==> src/rtl/gap_pkg.sv <==
package gap_pkg;

    localparam int DLY_W = 4;
    localparam int GAP_W = DLY_W + 1;

    typedef struct packed {
        logic [DLY_W-1:0] csh_dly;
        logic             same_en;
        logic             diff_en;
        logic [DLY_W-1:0] turn;
    } cs_cfg_t;

    typedef enum logic {
        ST_IDLE   = 1'b0,
        ST_ACTIVE = 1'b1
    } gap_state_e;

endpackage

==> src/rtl/gap_cfg_bank.sv <==
module gap_cfg_bank
    import gap_pkg::*;
#(
    parameter int NUM_CS = 4,
    parameter int SEL_W  = $clog2(NUM_CS)
) (
    input  logic             clk,
    input  logic             rst_n,
    input  logic             we,
    input  logic [SEL_W-1:0] wsel,
    input  cs_cfg_t          wdata,
    input  logic [SEL_W-1:0] rsel,
    output cs_cfg_t          rdata
);

    cs_cfg_t bank_d [NUM_CS];
    cs_cfg_t bank_q [NUM_CS];

    for (genvar g = 0; g < NUM_CS; g++) begin : g_set
        always_comb begin
            bank_d[g] = bank_q[g];
            if (we && (wsel == SEL_W'(g))) begin
                bank_d[g] = wdata;
            end
        end

        always_ff @(posedge clk or negedge rst_n) begin
            if (!rst_n) begin
                bank_q[g] <= '0;
            end else begin
                bank_q[g] <= bank_d[g];
            end
        end
    end

    assign rdata = bank_q[rsel];

endmodule

==> src/rtl/gap_calc.sv <==
module gap_calc
    import gap_pkg::*;
#(
    parameter int SEL_W = 2
) (
    input  logic             has_prev,
    input  logic [SEL_W-1:0] prev_cs,
    input  logic             prev_wr,
    input  logic [SEL_W-1:0] next_cs,
    input  logic             next_wr,
    input  cs_cfg_t          cfg,
    output logic [GAP_W-1:0] gap
);

    logic same_sel;
    logic turn_hit;
    logic csh_hit;
    logic [GAP_W-1:0] turn_part;
    logic [GAP_W-1:0] csh_part;

    always_comb begin
        same_sel  = (prev_cs == next_cs);
        // turnaround only after a read: read->write same select, read->any other select
        turn_hit  = has_prev && !prev_wr && (!same_sel || next_wr);
        csh_hit   = has_prev && (same_sel ? cfg.same_en : cfg.diff_en);
        turn_part = turn_hit ? GAP_W'(cfg.turn) : '0;
        csh_part  = csh_hit ? GAP_W'(cfg.csh_dly) : '0;
        gap       = turn_part + csh_part;
    end

endmodule

==> src/rtl/access_gap_timer.sv <==
module access_gap_timer
    import gap_pkg::*;
#(
    parameter int NUM_CS = 4,
    parameter int SEL_W  = $clog2(NUM_CS)
) (
    input  logic              clk,
    input  logic              rst_n,
    input  logic              cfg_we,
    input  logic [SEL_W-1:0]  cfg_sel,
    input  logic [DLY_W-1:0]  cfg_csh_dly,
    input  logic              cfg_same_en,
    input  logic              cfg_diff_en,
    input  logic [DLY_W-1:0]  cfg_turn,
    input  logic              req_valid,
    input  logic [SEL_W-1:0]  req_cs,
    input  logic              req_write,
    output logic              grant,
    input  logic              done,
    output logic [NUM_CS-1:0] cs_n
);

    typedef struct packed {
        gap_state_e       st;
        logic [GAP_W-1:0] elapsed;
        logic             has_prev;
        logic [SEL_W-1:0] prev_cs;
        logic             prev_wr;
    } tmr_state_t;

    tmr_state_t s_d;
    tmr_state_t s_q;

    cs_cfg_t          wr_cfg;
    cs_cfg_t          req_cfg;
    logic [GAP_W-1:0] need_gap;

    assign wr_cfg = '{csh_dly: cfg_csh_dly, same_en: cfg_same_en,
                      diff_en: cfg_diff_en, turn: cfg_turn};

    gap_cfg_bank #(.NUM_CS(NUM_CS), .SEL_W(SEL_W)) i_bank (
        .clk   (clk),
        .rst_n (rst_n),
        .we    (cfg_we),
        .wsel  (cfg_sel),
        .wdata (wr_cfg),
        .rsel  (req_cs),
        .rdata (req_cfg)
    );

    gap_calc #(.SEL_W(SEL_W)) i_calc (
        .has_prev (s_q.has_prev),
        .prev_cs  (s_q.prev_cs),
        .prev_wr  (s_q.prev_wr),
        .next_cs  (req_cs),
        .next_wr  (req_write),
        .cfg      (req_cfg),
        .gap      (need_gap)
    );

    always_comb begin
        s_d   = s_q;
        grant = 1'b0;
        cs_n  = '1;
        case (s_q.st)
            ST_IDLE: begin
                if (req_valid && (s_q.elapsed >= need_gap)) begin
                    grant       = 1'b1;
                    s_d.st      = ST_ACTIVE;
                    s_d.has_prev = 1'b1;
                    s_d.prev_cs = req_cs;
                    s_d.prev_wr = req_write;
                end else if (s_q.elapsed != '1) begin
                    s_d.elapsed = s_q.elapsed + 1'b1;
                end
            end
            ST_ACTIVE: begin
                cs_n[s_q.prev_cs] = 1'b0;
                if (done) begin
                    s_d.st      = ST_IDLE;
                    s_d.elapsed = '0;
                end
            end
            default: s_d.st = ST_IDLE;
        endcase
    end

    always_ff @(posedge clk or negedge rst_n) begin
        if (!rst_n) begin
            s_q <= '{st: ST_IDLE, elapsed: '0, has_prev: 1'b0,
                     prev_cs: '0, prev_wr: 1'b0};
        end else begin
            s_q <= s_d;
        end
    end

endmodule

==> config.mk <==
export PLATFORM = sky130hd
export DESIGN_NAME = access_gap_timer
export DESIGN_NICKNAME = d
export VERILOG_FILES = /design/src/rtl/gap_pkg.sv /design/src/rtl/gap_cfg_bank.sv /design/src/rtl/gap_calc.sv /design/src/rtl/access_gap_timer.sv
export SDC_FILE = /design/constraint.sdc
export NUM_CORES = 1
export LEC_CHECK = 0
export ABC_CLOCK_PERIOD_IN_PS = 4600
export BUFFER_PORTS_ARGS = -buffer_cell sky130_fd_sc_hd__buf_2
export CAP_MARGIN = 25
export CORE_ASPECT_RATIO = 2
export CORE_MARGIN = 3
export CORE_UTILIZATION = 56
export DETAILED_ROUTE_END_ITERATION = 10
export PLACE_DENSITY = 0.76
export SYNTH_ARGS = -nofsm -noshare
export SYNTH_HDL_FRONTEND = slang
export SYNTH_SLANG_ARGS = --single-unit
export TNS_END_PERCENT = 1
==> constraint.sdc <==
create_clock -name clk -period 4.6 [get_ports clk]
set_input_delay 0.23 -clock clk [delete_from_list [all_inputs] [get_ports clk]]
set_output_delay 0.23 -clock clk [all_outputs]
set_load 0.02 [all_outputs]
==> results of run 1 <==
==> report_power, final <==
part           switching [mW]  internal (mW)
logic                   0.319          0.343
registers              0.0933          0.545
clock network           0.142          0.162
total                   0.554           1.05
==> registers in the layout, indices dropped and copies added, names as in the netlist <==
| name | cells |
|---|---|
| s_q | 10 |
| i_bank.bank_q | 40 |
==> cells in the final DEF (no fill, tap or decap), types with 4 or more instances in the layout <==
master	count
mux4_1	7
mux2_2	40
clkbuf_8	5
dfrtp_1	50
and3_1	6
nor3b_1	5
buf_2	24
nor2b_1	10
nand3b_1	4
a221o_1	4
ha_1	11
==> final timing paths <==
check / to / cells after the start / from
max: grant / 14 / i_bank.bank_q[25]
min: s_q[0] / 2 / req_write
max reg2reg: s_q[1] / 13 / i_bank.bank_q[25]
min reg2reg: i_bank.bank_q[18] / 1 / i_bank.bank_q[18]
max in group asynchronous: i_bank.bank_q[17] / 3 / rst_n
min in group asynchronous: s_q[4] / 2 / rst_n
==> stage by stage <==
step	worst slack (ps)	util (%)	power, mW
floorplan	1270	-	1.16
global placement	709	62.8	1.26
detailed placement	553	62.8	1.31
CTS	516	65.2	1.62
global route	356	65.9	1.72
finish	529	65.9	1.60
==> layout make-up <==
class | instances | share of cell area, %
clock buffers | 6 | 2.46
clock inverters | 2 | 1.27
inverters | 4 | 0.510
multi-input cells | 124 | 45.6
flip-flops and latches | 50 | 42.5
well taps | 54 | 2.29
repair buffers | 27 | 5.35
==> layer usage <==
metal | GRT usage (%) | up-vias | wire length [µm]
met5 | 0 | - | 0
met4 | 10.2 | 0 | 208
met3 | 3.87 | 19 | 209
met2 | 38.1 | 45 | 2960
met1 | 20.7 | 831 | 1760
li1 | - | 751 | -
==> kinds of logic after synthesis <==
logic type	count (synthesis)	share of synthesized area (%)
muxes	53	28.2
adders and majority gates	12	5.94
buffers and inverters	11	2.22
DFF	50	47.2
and+or+nand+nor	37	9.01
xor gates and xnor gates	4	1.60
AOI/OAI and AO/OA	18	5.90
==> what timing repair did <==
action | 4_1_cts | 5_1_grt
hold endpoints to repair | 0 | 6
hold buffers | 0 | 1
setup endpoints to repair | 0 | 0
==> flow_metrics.py, run 1 <==
metrics = {
    "placed_design": {
        "place.gp.congestion": 0.917,
        "place_inst": 257,
        "dp_hpwl_um": 3870,
        "io_buffers": 24,
        "placed_cell_area_um2": 2800,
    },
    "synth": {
        "yosysTopAreaCell": "dfrtp_1",
        "yosysTopAreaCellShare_pct": 47.2,
        "yosys_warnings": 0,
        "synth_common_cells": "dfrtp_1 (50), mux2_2 (40), ha_1 (11), nor2b_1 (10), mux4_1 (7)",
        "synthFlopType": "dfrtp_1",
        "syn_avg_cell_area_um2": 14.3,
        "yosysMostFrequentCell": "dfrtp_1",
        "synth_cell_types": 38,
        "syn_area_um2": 2650,
        "synth-seq-cells": 50,
        "synthArstFlopShare_pct": 100,
        "synth_nets": 217,
        "synth-edff-count": 0,
        "yosysSeqAreaShare_pct": 47.2,
        "synth_area_leaders": "dfrtp_1 (47%), mux2_2 (17%), mux4_1 (6.9%)",
        "synthCells": 185,
    },
    "run_status": {
        "status": "finished, final reports clean",
    },
    "sta": {
        "whs_ps": 177,
        "hold_viol": 0,
        "min_period_over_period_pct": 88.5,
        "max_freq_ghz": 0.246,
        "fin_skew_ps": 3.77,
        "period_minus_slack_ps": 4070,
        "setup_viol_count_final": 0,
        "grt_setup_unrepaired": "false",
        "finalSetupTns_ps": 0,
        "maxSlewViolCount": 0,
        "tightest_slew_ps": 643,
        "slew_headroom_pct": 57.0,
    },
    "hold_path": {
        "min_path_type": "primary input to flop",
    },
    "critical_path": {
        "start_kind": "flop",
        "path_class": "flop to output pin",
        "cp.arrival_ps": 3840,
        "crit_chain": "mux4_2, and3_1, o21ai_2, nor2b_1, ha_1, fa_1, a21o_1, a21oi_1, ha_1, and2_1, o21ai_2, o21a_1, inv_1, buf_2",
        "worst_ep_required_time_ps": 4370,
        "end_kind": "output pin",
        "slowest_delay_ps": 450,
        "slowest_stage": "mux4_2",
        "rrSetupSlack_ps": 840,
        "path_max_fanout": 9,
        "crit_family": "compound AO/OA/AOI/OAI gates",
        "path_buf_inv": 2,
    },
    "cts": {
        "clock-root-buffer": "clkbuf_8",
        "cts_tree": "built",
        "postCtsResizedCells": 0,
        "htreeDepth": 2,
        "cts_sinks": 50,
        "worstSkewPairLatency_ps": 300,
        "clk_pin_slew_worst_paths_ps": 90,
        "cts_buffer_depth": 2,
        "post-cts-setup-buffers": 0,
        "numCtsBuffers": 5,
    },
    "routing": {
        "drt_first_pass_iters": 4,
        "ant_nets": 0,
        "wl_per_cell_um": 19.2,
        "drc": 0,
        "wirelength_um": 5140,
        "via_per_inst": 6.16,
        "drtIter0Drc": 38,
        "num_vias": 1646,
    },
    "cells_and_area": {
        "regArea_um2": 1250,
        "n_antenna_cell": 0,
        "area_growth_pct": 11.0,
        "multi_input_area_um2": 1340,
        "layout.cells.non_filler": 267,
        "design_area_um2": 2940,
        "nets": 244,
        "drive_above_1_share_pct": 40.4,
        "num-fill-cells": 336,
    },
    "global_routing": {
        "grt_max_degree": 51,
        "grt_pass1_vias": 1798,
        "grt_pass1_wl_um": 8310,
        "antenna_found_initial": 0,
        "gr-total-overflow": 0,
        "grt.total_usage_pct": 20.7,
    },
    "pwr": {
        "power.density_nw_per_um2": 545,
        "p_leak_nw": 1.35,
        "ir_drop_uv": 324,
    },
    "floorplan": {
        "core_area_um2": 4470,
        "die_h_um": 103,
        "start_util_pct": 59.4,
        "die-area_um2": 5650,
        "die_w_um": 54.7,
        "floorplan.io_pins": 25,
        "num_rows": 34,
    },
    "job": {
        "cap_violations": 0,
    },
}
No activity file was read; power rests on OpenSTA's default activity.
==> run 2: changes to the inputs <==
ABC_AREA = 1   (was unset)
==> run 2 against run 1 <==
Against the previous run:
- worst setup slack better by 530 ps
- clock-buffer cell count is 1 lower
- utilization is 2.8 points lower
==> flow_metrics.py, run 2 <==
metrics = {
    "run_status": {
        "status": "finished, final reports clean",
    },
    "global_routing": {
        "antenna_found_initial": 0,
        "grt_pass1_wl_um": 9470,
        "grt_max_degree": 39,
        "grt_pass1_vias": 2140,
        "grt.total_usage_pct": 22.0,
        "gr-total-overflow": 0,
    },
    "cells_and_area": {
        "layout_common_cells": "nand2_1 (78), o21ai_0 (57), dfrtp_1 (50), nor2_1 (40), inv_1 (30)",
        "largest_register_ff_count": 40,
        "design_area_um2": 2900,
        "layout_commonest_cell": "nand2_1",
        "nets": 386,
        "area_growth_pct": 8.56,
        "top_regs": "i_bank.bank_q x40, s_q x10",
        "n_antenna_cell": 0,
        "drive_above_1_share_pct": 14.4,
        "largest-register": "i_bank.bank_q",
        "postLayoutCoreUtil_pct": 63.2,
    },
    "cts": {
        "htreeDepth": 2,
        "worstSkewPairLatency_ps": 300,
        "numCtsBuffers": 5,
        "clock-root-buffer": "clkbuf_8",
        "clk_pin_slew_worst_paths_ps": 90,
        "cts_sinks": 50,
        "postCtsResizedCells": 0,
        "cts_tree": "built",
        "cts_buffer_depth": 2,
    },
    "floorplan": {
        "num_rows": 35,
        "die-area_um2": 5690,
        "core_area_um2": 4600,
        "die_w_um": 54.9,
        "start_util_pct": 58.2,
        "floorplan.io_pins": 25,
        "die_h_um": 104,
    },
    "routing": {
        "drt_first_pass_iters": 4,
        "wirelength_um": 5600,
        "via_per_inst": 5.33,
        "wl_per_cell_um": 13.7,
        "drc": 0,
        "drtIter0Drc": 56,
        "ant_nets": 0,
        "num_vias": 2186,
    },
    "sta": {
        "hold_viol": 0,
        "fin_skew_ps": 4.85,
        "tightest_slew_ps": 720,
        "maxSlewViolCount": 0,
        "worst_slack_ps": 1060,
        "finalSetupTns_ps": 0,
        "max_freq_ghz": 0.283,
        "period_minus_slack_ps": 3540,
        "setup_viol_count_final": 0,
        "min_period_over_period_pct": 76.9,
        "slew_headroom_pct": 51.9,
        "grt_setup_unrepaired": "false",
    },
    "placed_design": {
        "post-place-ws_ps": 1220,
        "dp_hpwl_um": 4050,
        "place.gp.congestion": 0.865,
        "placed_cell_area_um2": 2790,
        "io_buffers": 24,
    },
    "synth": {
        "syn_area_um2": 2680,
        "syn_avg_cell_area_um2": 7.94,
        "yosys_warnings": 0,
        "yosysMostFrequentCell": "nand2_1",
        "synth-edff-count": 0,
        "synth_nets": 369,
        "synth_area_leaders": "dfrtp_1 (47%), nand2_1 (11%), o21ai_0 (11%)",
        "yosysTopAreaCell": "dfrtp_1",
        "synthArstFlopShare_pct": 100,
        "synthCells": 337,
        "synth_common_cells": "nand2_1 (78), o21ai_0 (57), dfrtp_1 (50), nor2_1 (40), inv_1 (30)",
        "synthFlopType": "dfrtp_1",
        "synth_cell_types": 25,
        "yosysSeqAreaShare_pct": 46.8,
        "synth-seq-cells": 50,
        "yosysTopAreaCellShare_pct": 46.8,
    },
    "critical_path": {
        "regToRegStartpoint": "s_q[1]",
        "end_kind": "output pin",
        "startpoint": "s_q[1]",
        "path_max_fanout": 14,
        "cp.arrival_ps": 3310,
        "worst_ep_required_time_ps": 4370,
        "start_kind": "flop",
        "path_class": "flop to output pin",
    },
    "job": {
        "cap_violations": 0,
    },
    "hold_path": {
        "min_path_type": "primary input to flop",
        "hold_path_startpoint": "req_write",
    },
    "pwr": {
        "p_leak_nw": 1.50,
        "p_total_mw": 1.43,
        "power.density_nw_per_um2": 492,
        "ir_drop_uv": 347,
    },
}
==> run 2: path summary, 6_finish.rpt <==
kind | to | cells past startpoint | slack, ps
worst max-delay path | grant | 20 | 1060
worst min-delay path | s_q[0] | 3 | 170
worst max register to register | s_q[5] | 21 | 1460
worst min register to register | i_bank.bank_q[16] | 2 | 490
max in group asynchronous | i_bank.bank_q[9] | 3 | 3740
min in group asynchronous | i_bank.bank_q[34] | 2 | 350
==> run 2: layout make-up <==
cell class / count / area (µm²)
Fill cell: 424 / 1690
Sequential cell: 50 / 1250
Multi-Input combinational cell: 236 / 1190
Timing Repair Buffer: 27 / 158
Inverter: 34 / 128
Clock buffer: 5 / 68.8
Tap cell: 55 / 68.8
Clock inverter: 3 / 40.0
==> run 2: stage by stage <==
stage | cells | hold WS, ps
floorplan | 337 | -65.6
global placement | 400 | 461
detailed placement | 401 | 142
CTS | 410 | 174
global route | 410 | 186
finish | 410 | 169
==> run 2: cells by family after synthesis <==
logic type,synth area share (%)
AO/OA/AOI/OAI,14.8
XOR/XNOR,0.655
adder cells (fa/ha/maj),5.89
buffers and inverters,8.75
flip-flops,46.8
AND/OR/NAND/NOR,23.1
==> run 2: report_power, final <==
group	switching, mW	internal [mW]
registers	0.0789	0.530
clock network	0.145	0.160
logic	0.322	0.194
total	0.545	0.884
==> run 2: repair_timing <==
action	4_1_cts	5_1_grt
hold endpoints to repair	12	0
setup buffers	0	0
hold buffers	1	0
==> run 2: critical path: stages (launching register included) <==
cell and delay, ps:
dfrtp_1 430, inv_1 100, nand2_1 70, nand2_1 70, nor2_2 100, inv_1 70
o21ai_2 200, a21oi_1 70, ha_1 210, fa_1 400, nand2_1 80, nand2_1 50
a21oi_1 120, ha_1 250, nand2_1 90, inv_1 40, nand2_1 60, nand3_1 90
nand2_2 250, inv_1 90, buf_2 170
==> run 2: layer usage <==
layer  wire length [µm]  vias up  track usage (%)
li1                   -     1113                -
met1               2320     1033             26.2
met2               3040       31             38.5
met3                128        9             2.73
met4                114        0             7.13
met5                  0        -                0
==> run 3: changes to the inputs <==
ABC_AREA = 0   (was 1)
ABC_CLOCK_PERIOD_IN_PS = 3530   (was 4600)
clock period = 3.53 ns   (was 4.6 ns; I/O delays follow)
==> run 3 against run 2 <==
Against the previous run:
- the run now ends with setup timing left
- clock power increased by 31%
- routed wire length grew 2.6%
- final area increased by 6.9%
- non-clock buffer count is 8 higher
- hold slack lost 39 ps
- utilization is 6.3 points higher
==> flow_metrics.py, run 3 (synthesis gave the netlist of run 1 again) <==
metrics = {
    "run_status": {
        "status": "finished with violations",
        "violations": "setup timing",
    },
    "critical_path": {
        "crit_family": "compound AO/OA/AOI/OAI gates",
        "crit_chain": "mux4_2, a21boi_2, o21ai_2, nor2b_1, ha_2, fa_2, xnor2_2, ha_4, a21o_1, a31oi_4, o21a_2, buf_4, buf_4, a221o_1",
        "path_buf_inv": 2,
        "worst_ep_required_time_ps": 3700,
        "slowest_delay_ps": 490,
        "cp.arrival_ps": 3820,
        "crit_top_cell": "buf_4",
        "worstSetupPathDepth": 14,
        "path_class": "flop to flop",
        "path_max_fanout": 5,
        "start_kind": "flop",
        "slowest_stage": "mux4_2",
        "reg2reg_depth": 14,
        "end_kind": "flop",
    },
    "floorplan": {
        "floorplan.io_pins": 25,
        "start_util_pct": 59.4,
        "die_h_um": 103,
        "die_w_um": 54.7,
        "core_area_um2": 4470,
        "num_rows": 34,
        "die-area_um2": 5650,
    },
    "pwr": {
        "ir_drop_uv": 496,
        "power.density_nw_per_um2": 781,
        "comb_power_share_pct": 49.0,
        "p_leak_nw": 1.40,
        "seqPwrFrac_pct": 34.5,
        "switching_share_pct": 36.5,
        "switchingPower_mw": 0.884,
        "p_clk_share_pct": 16.5,
        "internal_power_mw": 1.54,
    },
    "cells_and_area": {
        "n_antenna_cell": 0,
        "design_area_um2": 3100,
        "largest-register": "i_bank.bank_q",
        "nets": 252,
        "drive_above_1_share_pct": 48.0,
        "layout_common_cells": "dfrtp_1 (50), mux2_2 (40), buf_2 (23), nor2b_1 (10), ha_1 (9)",
        "top_regs": "i_bank.bank_q x40, s_q x10",
        "postLayoutCoreUtil_pct": 69.5,
        "largest_register_ff_count": 40,
        "layout_commonest_cell": "dfrtp_1",
        "area_growth_pct": 17.0,
    },
    "job": {
        "cap_violations": 0,
    },
    "sta": {
        "max_freq_ghz": 0.275,
        "tightest_slew_ps": 641,
        "setup_viol_count_final": 5,
        "worst_slack_ps": -113,
        "hold_viol": 0,
        "min_period_over_period_pct": 103,
        "maxSlewViolCount": 0,
        "slew_headroom_pct": 57.2,
        "grt_setup_unrepaired": "true",
        "fin_skew_ps": 9.43,
        "period_minus_slack_ps": 3640,
    },
    "routing": {
        "ant_nets": 0,
        "wl_per_cell_um": 20.9,
        "drtIter0Drc": 25,
        "via_per_inst": 6.27,
        "drt_first_pass_iters": 4,
        "wirelength_um": 5740,
        "drc": 0,
        "num_vias": 1724,
    },
    "global_routing": {
        "grt.met3_usage_pct": 4.30,
        "gr-total-overflow": 0,
        "busiest_layer": "met2",
        "use_met2_pct": 40.5,
        "grt_use_met1_pct": 24.4,
        "antenna_found_initial": 0,
        "grt_pass1_wl_um": 9240,
        "grt.total_usage_pct": 23.0,
        "grt_max_degree": 51,
        "grt_pass1_vias": 1939,
    },
    "cts": {
        "numCtsBuffers": 5,
        "clk_pin_slew_worst_paths_ps": 100,
        "htreeDepth": 2,
        "cts_buffer_depth": 2,
        "worstSkewPairLatency_ps": 300,
        "clock-root-buffer": "clkbuf_8",
        "cts_sinks": 50,
        "cts_tree": "built",
    },
    "placed_design": {
        "io_buffers": 24,
        "placed_cell_area_um2": 2850,
        "dp_hpwl_um": 3960,
        "place.gp.congestion": 0.987,
    },
    "hold_path": {
        "holdPathStages": 2,
        "min_path_type": "primary input to flop",
    },
}
## run 3: worst paths after layout
check	end	from	slack, ps
worst max-delay path	s_q[4]	i_bank.bank_q[4]	-110
worst min-delay path	s_q[0]	req_write	130
worst max register to register	s_q[4]	i_bank.bank_q[4]	-110
worst min register to register	i_bank.bank_q[28]	i_bank.bank_q[28]	500
max in group asynchronous	i_bank.bank_q[27]	rst_n	2800
min in group asynchronous	s_q[1]	rst_n	240
## run 3: layout make-up
type,count,area (µm²)
fillers,322,1360
multi-input cells,124,1420
clock buffers,6,72.6
flip-flops and latches,50,1250
well taps,54,67.6
inverters,4,15.0
clock inverters,2,37.5
repair buffers,35,240
## run 3: layer usage
layer	vias up	wire [µm]	part of all wire, %
met4	0	221	3.8
met5	-	0	0
met2	44	3250	57
li1	771	-	-
met1	889	2080	36
met3	20	188	3.3
## run 3: metrics by stage
step / TNS [ps] / hold slack, ps / setup WS (ps) / instances / total power [mW]
after floorplan: 0 / -119 / 203 / 185 / 1.51
after global routing: -1150 / 123 / -196 / 275 / 2.56
after detailed placement: -505 / 429 / -86.9 / 261 / 1.76
final: -342 / 130 / -113 / 275 / 2.42
after CTS: -44.8 / 98.0 / -29.9 / 272 / 2.32
after global placement: 0 / 395 / 56.3 / 261 / 1.69
## run 3: repair_timing
item                                    in CTS  in global routing
hold buffers                                 0                  1
pin swaps                                    8                  9
endpoints found under the setup margin       9                 10
endpoints found under the hold margin        0                  6
buffers inserted                             3                  1
gates resized for setup                     14                  4
## run 3: power by group through the flow
stage	logic, mW	registers [mW]	clock network (mW)
detailed placement	0.916	0.840	0
floorplan	0.720	0.790	0
CTS	1.08	0.831	0.410
global route	1.26	0.853	0.439
global placement	0.866	0.822	0
finish	1.19	0.836	0.400
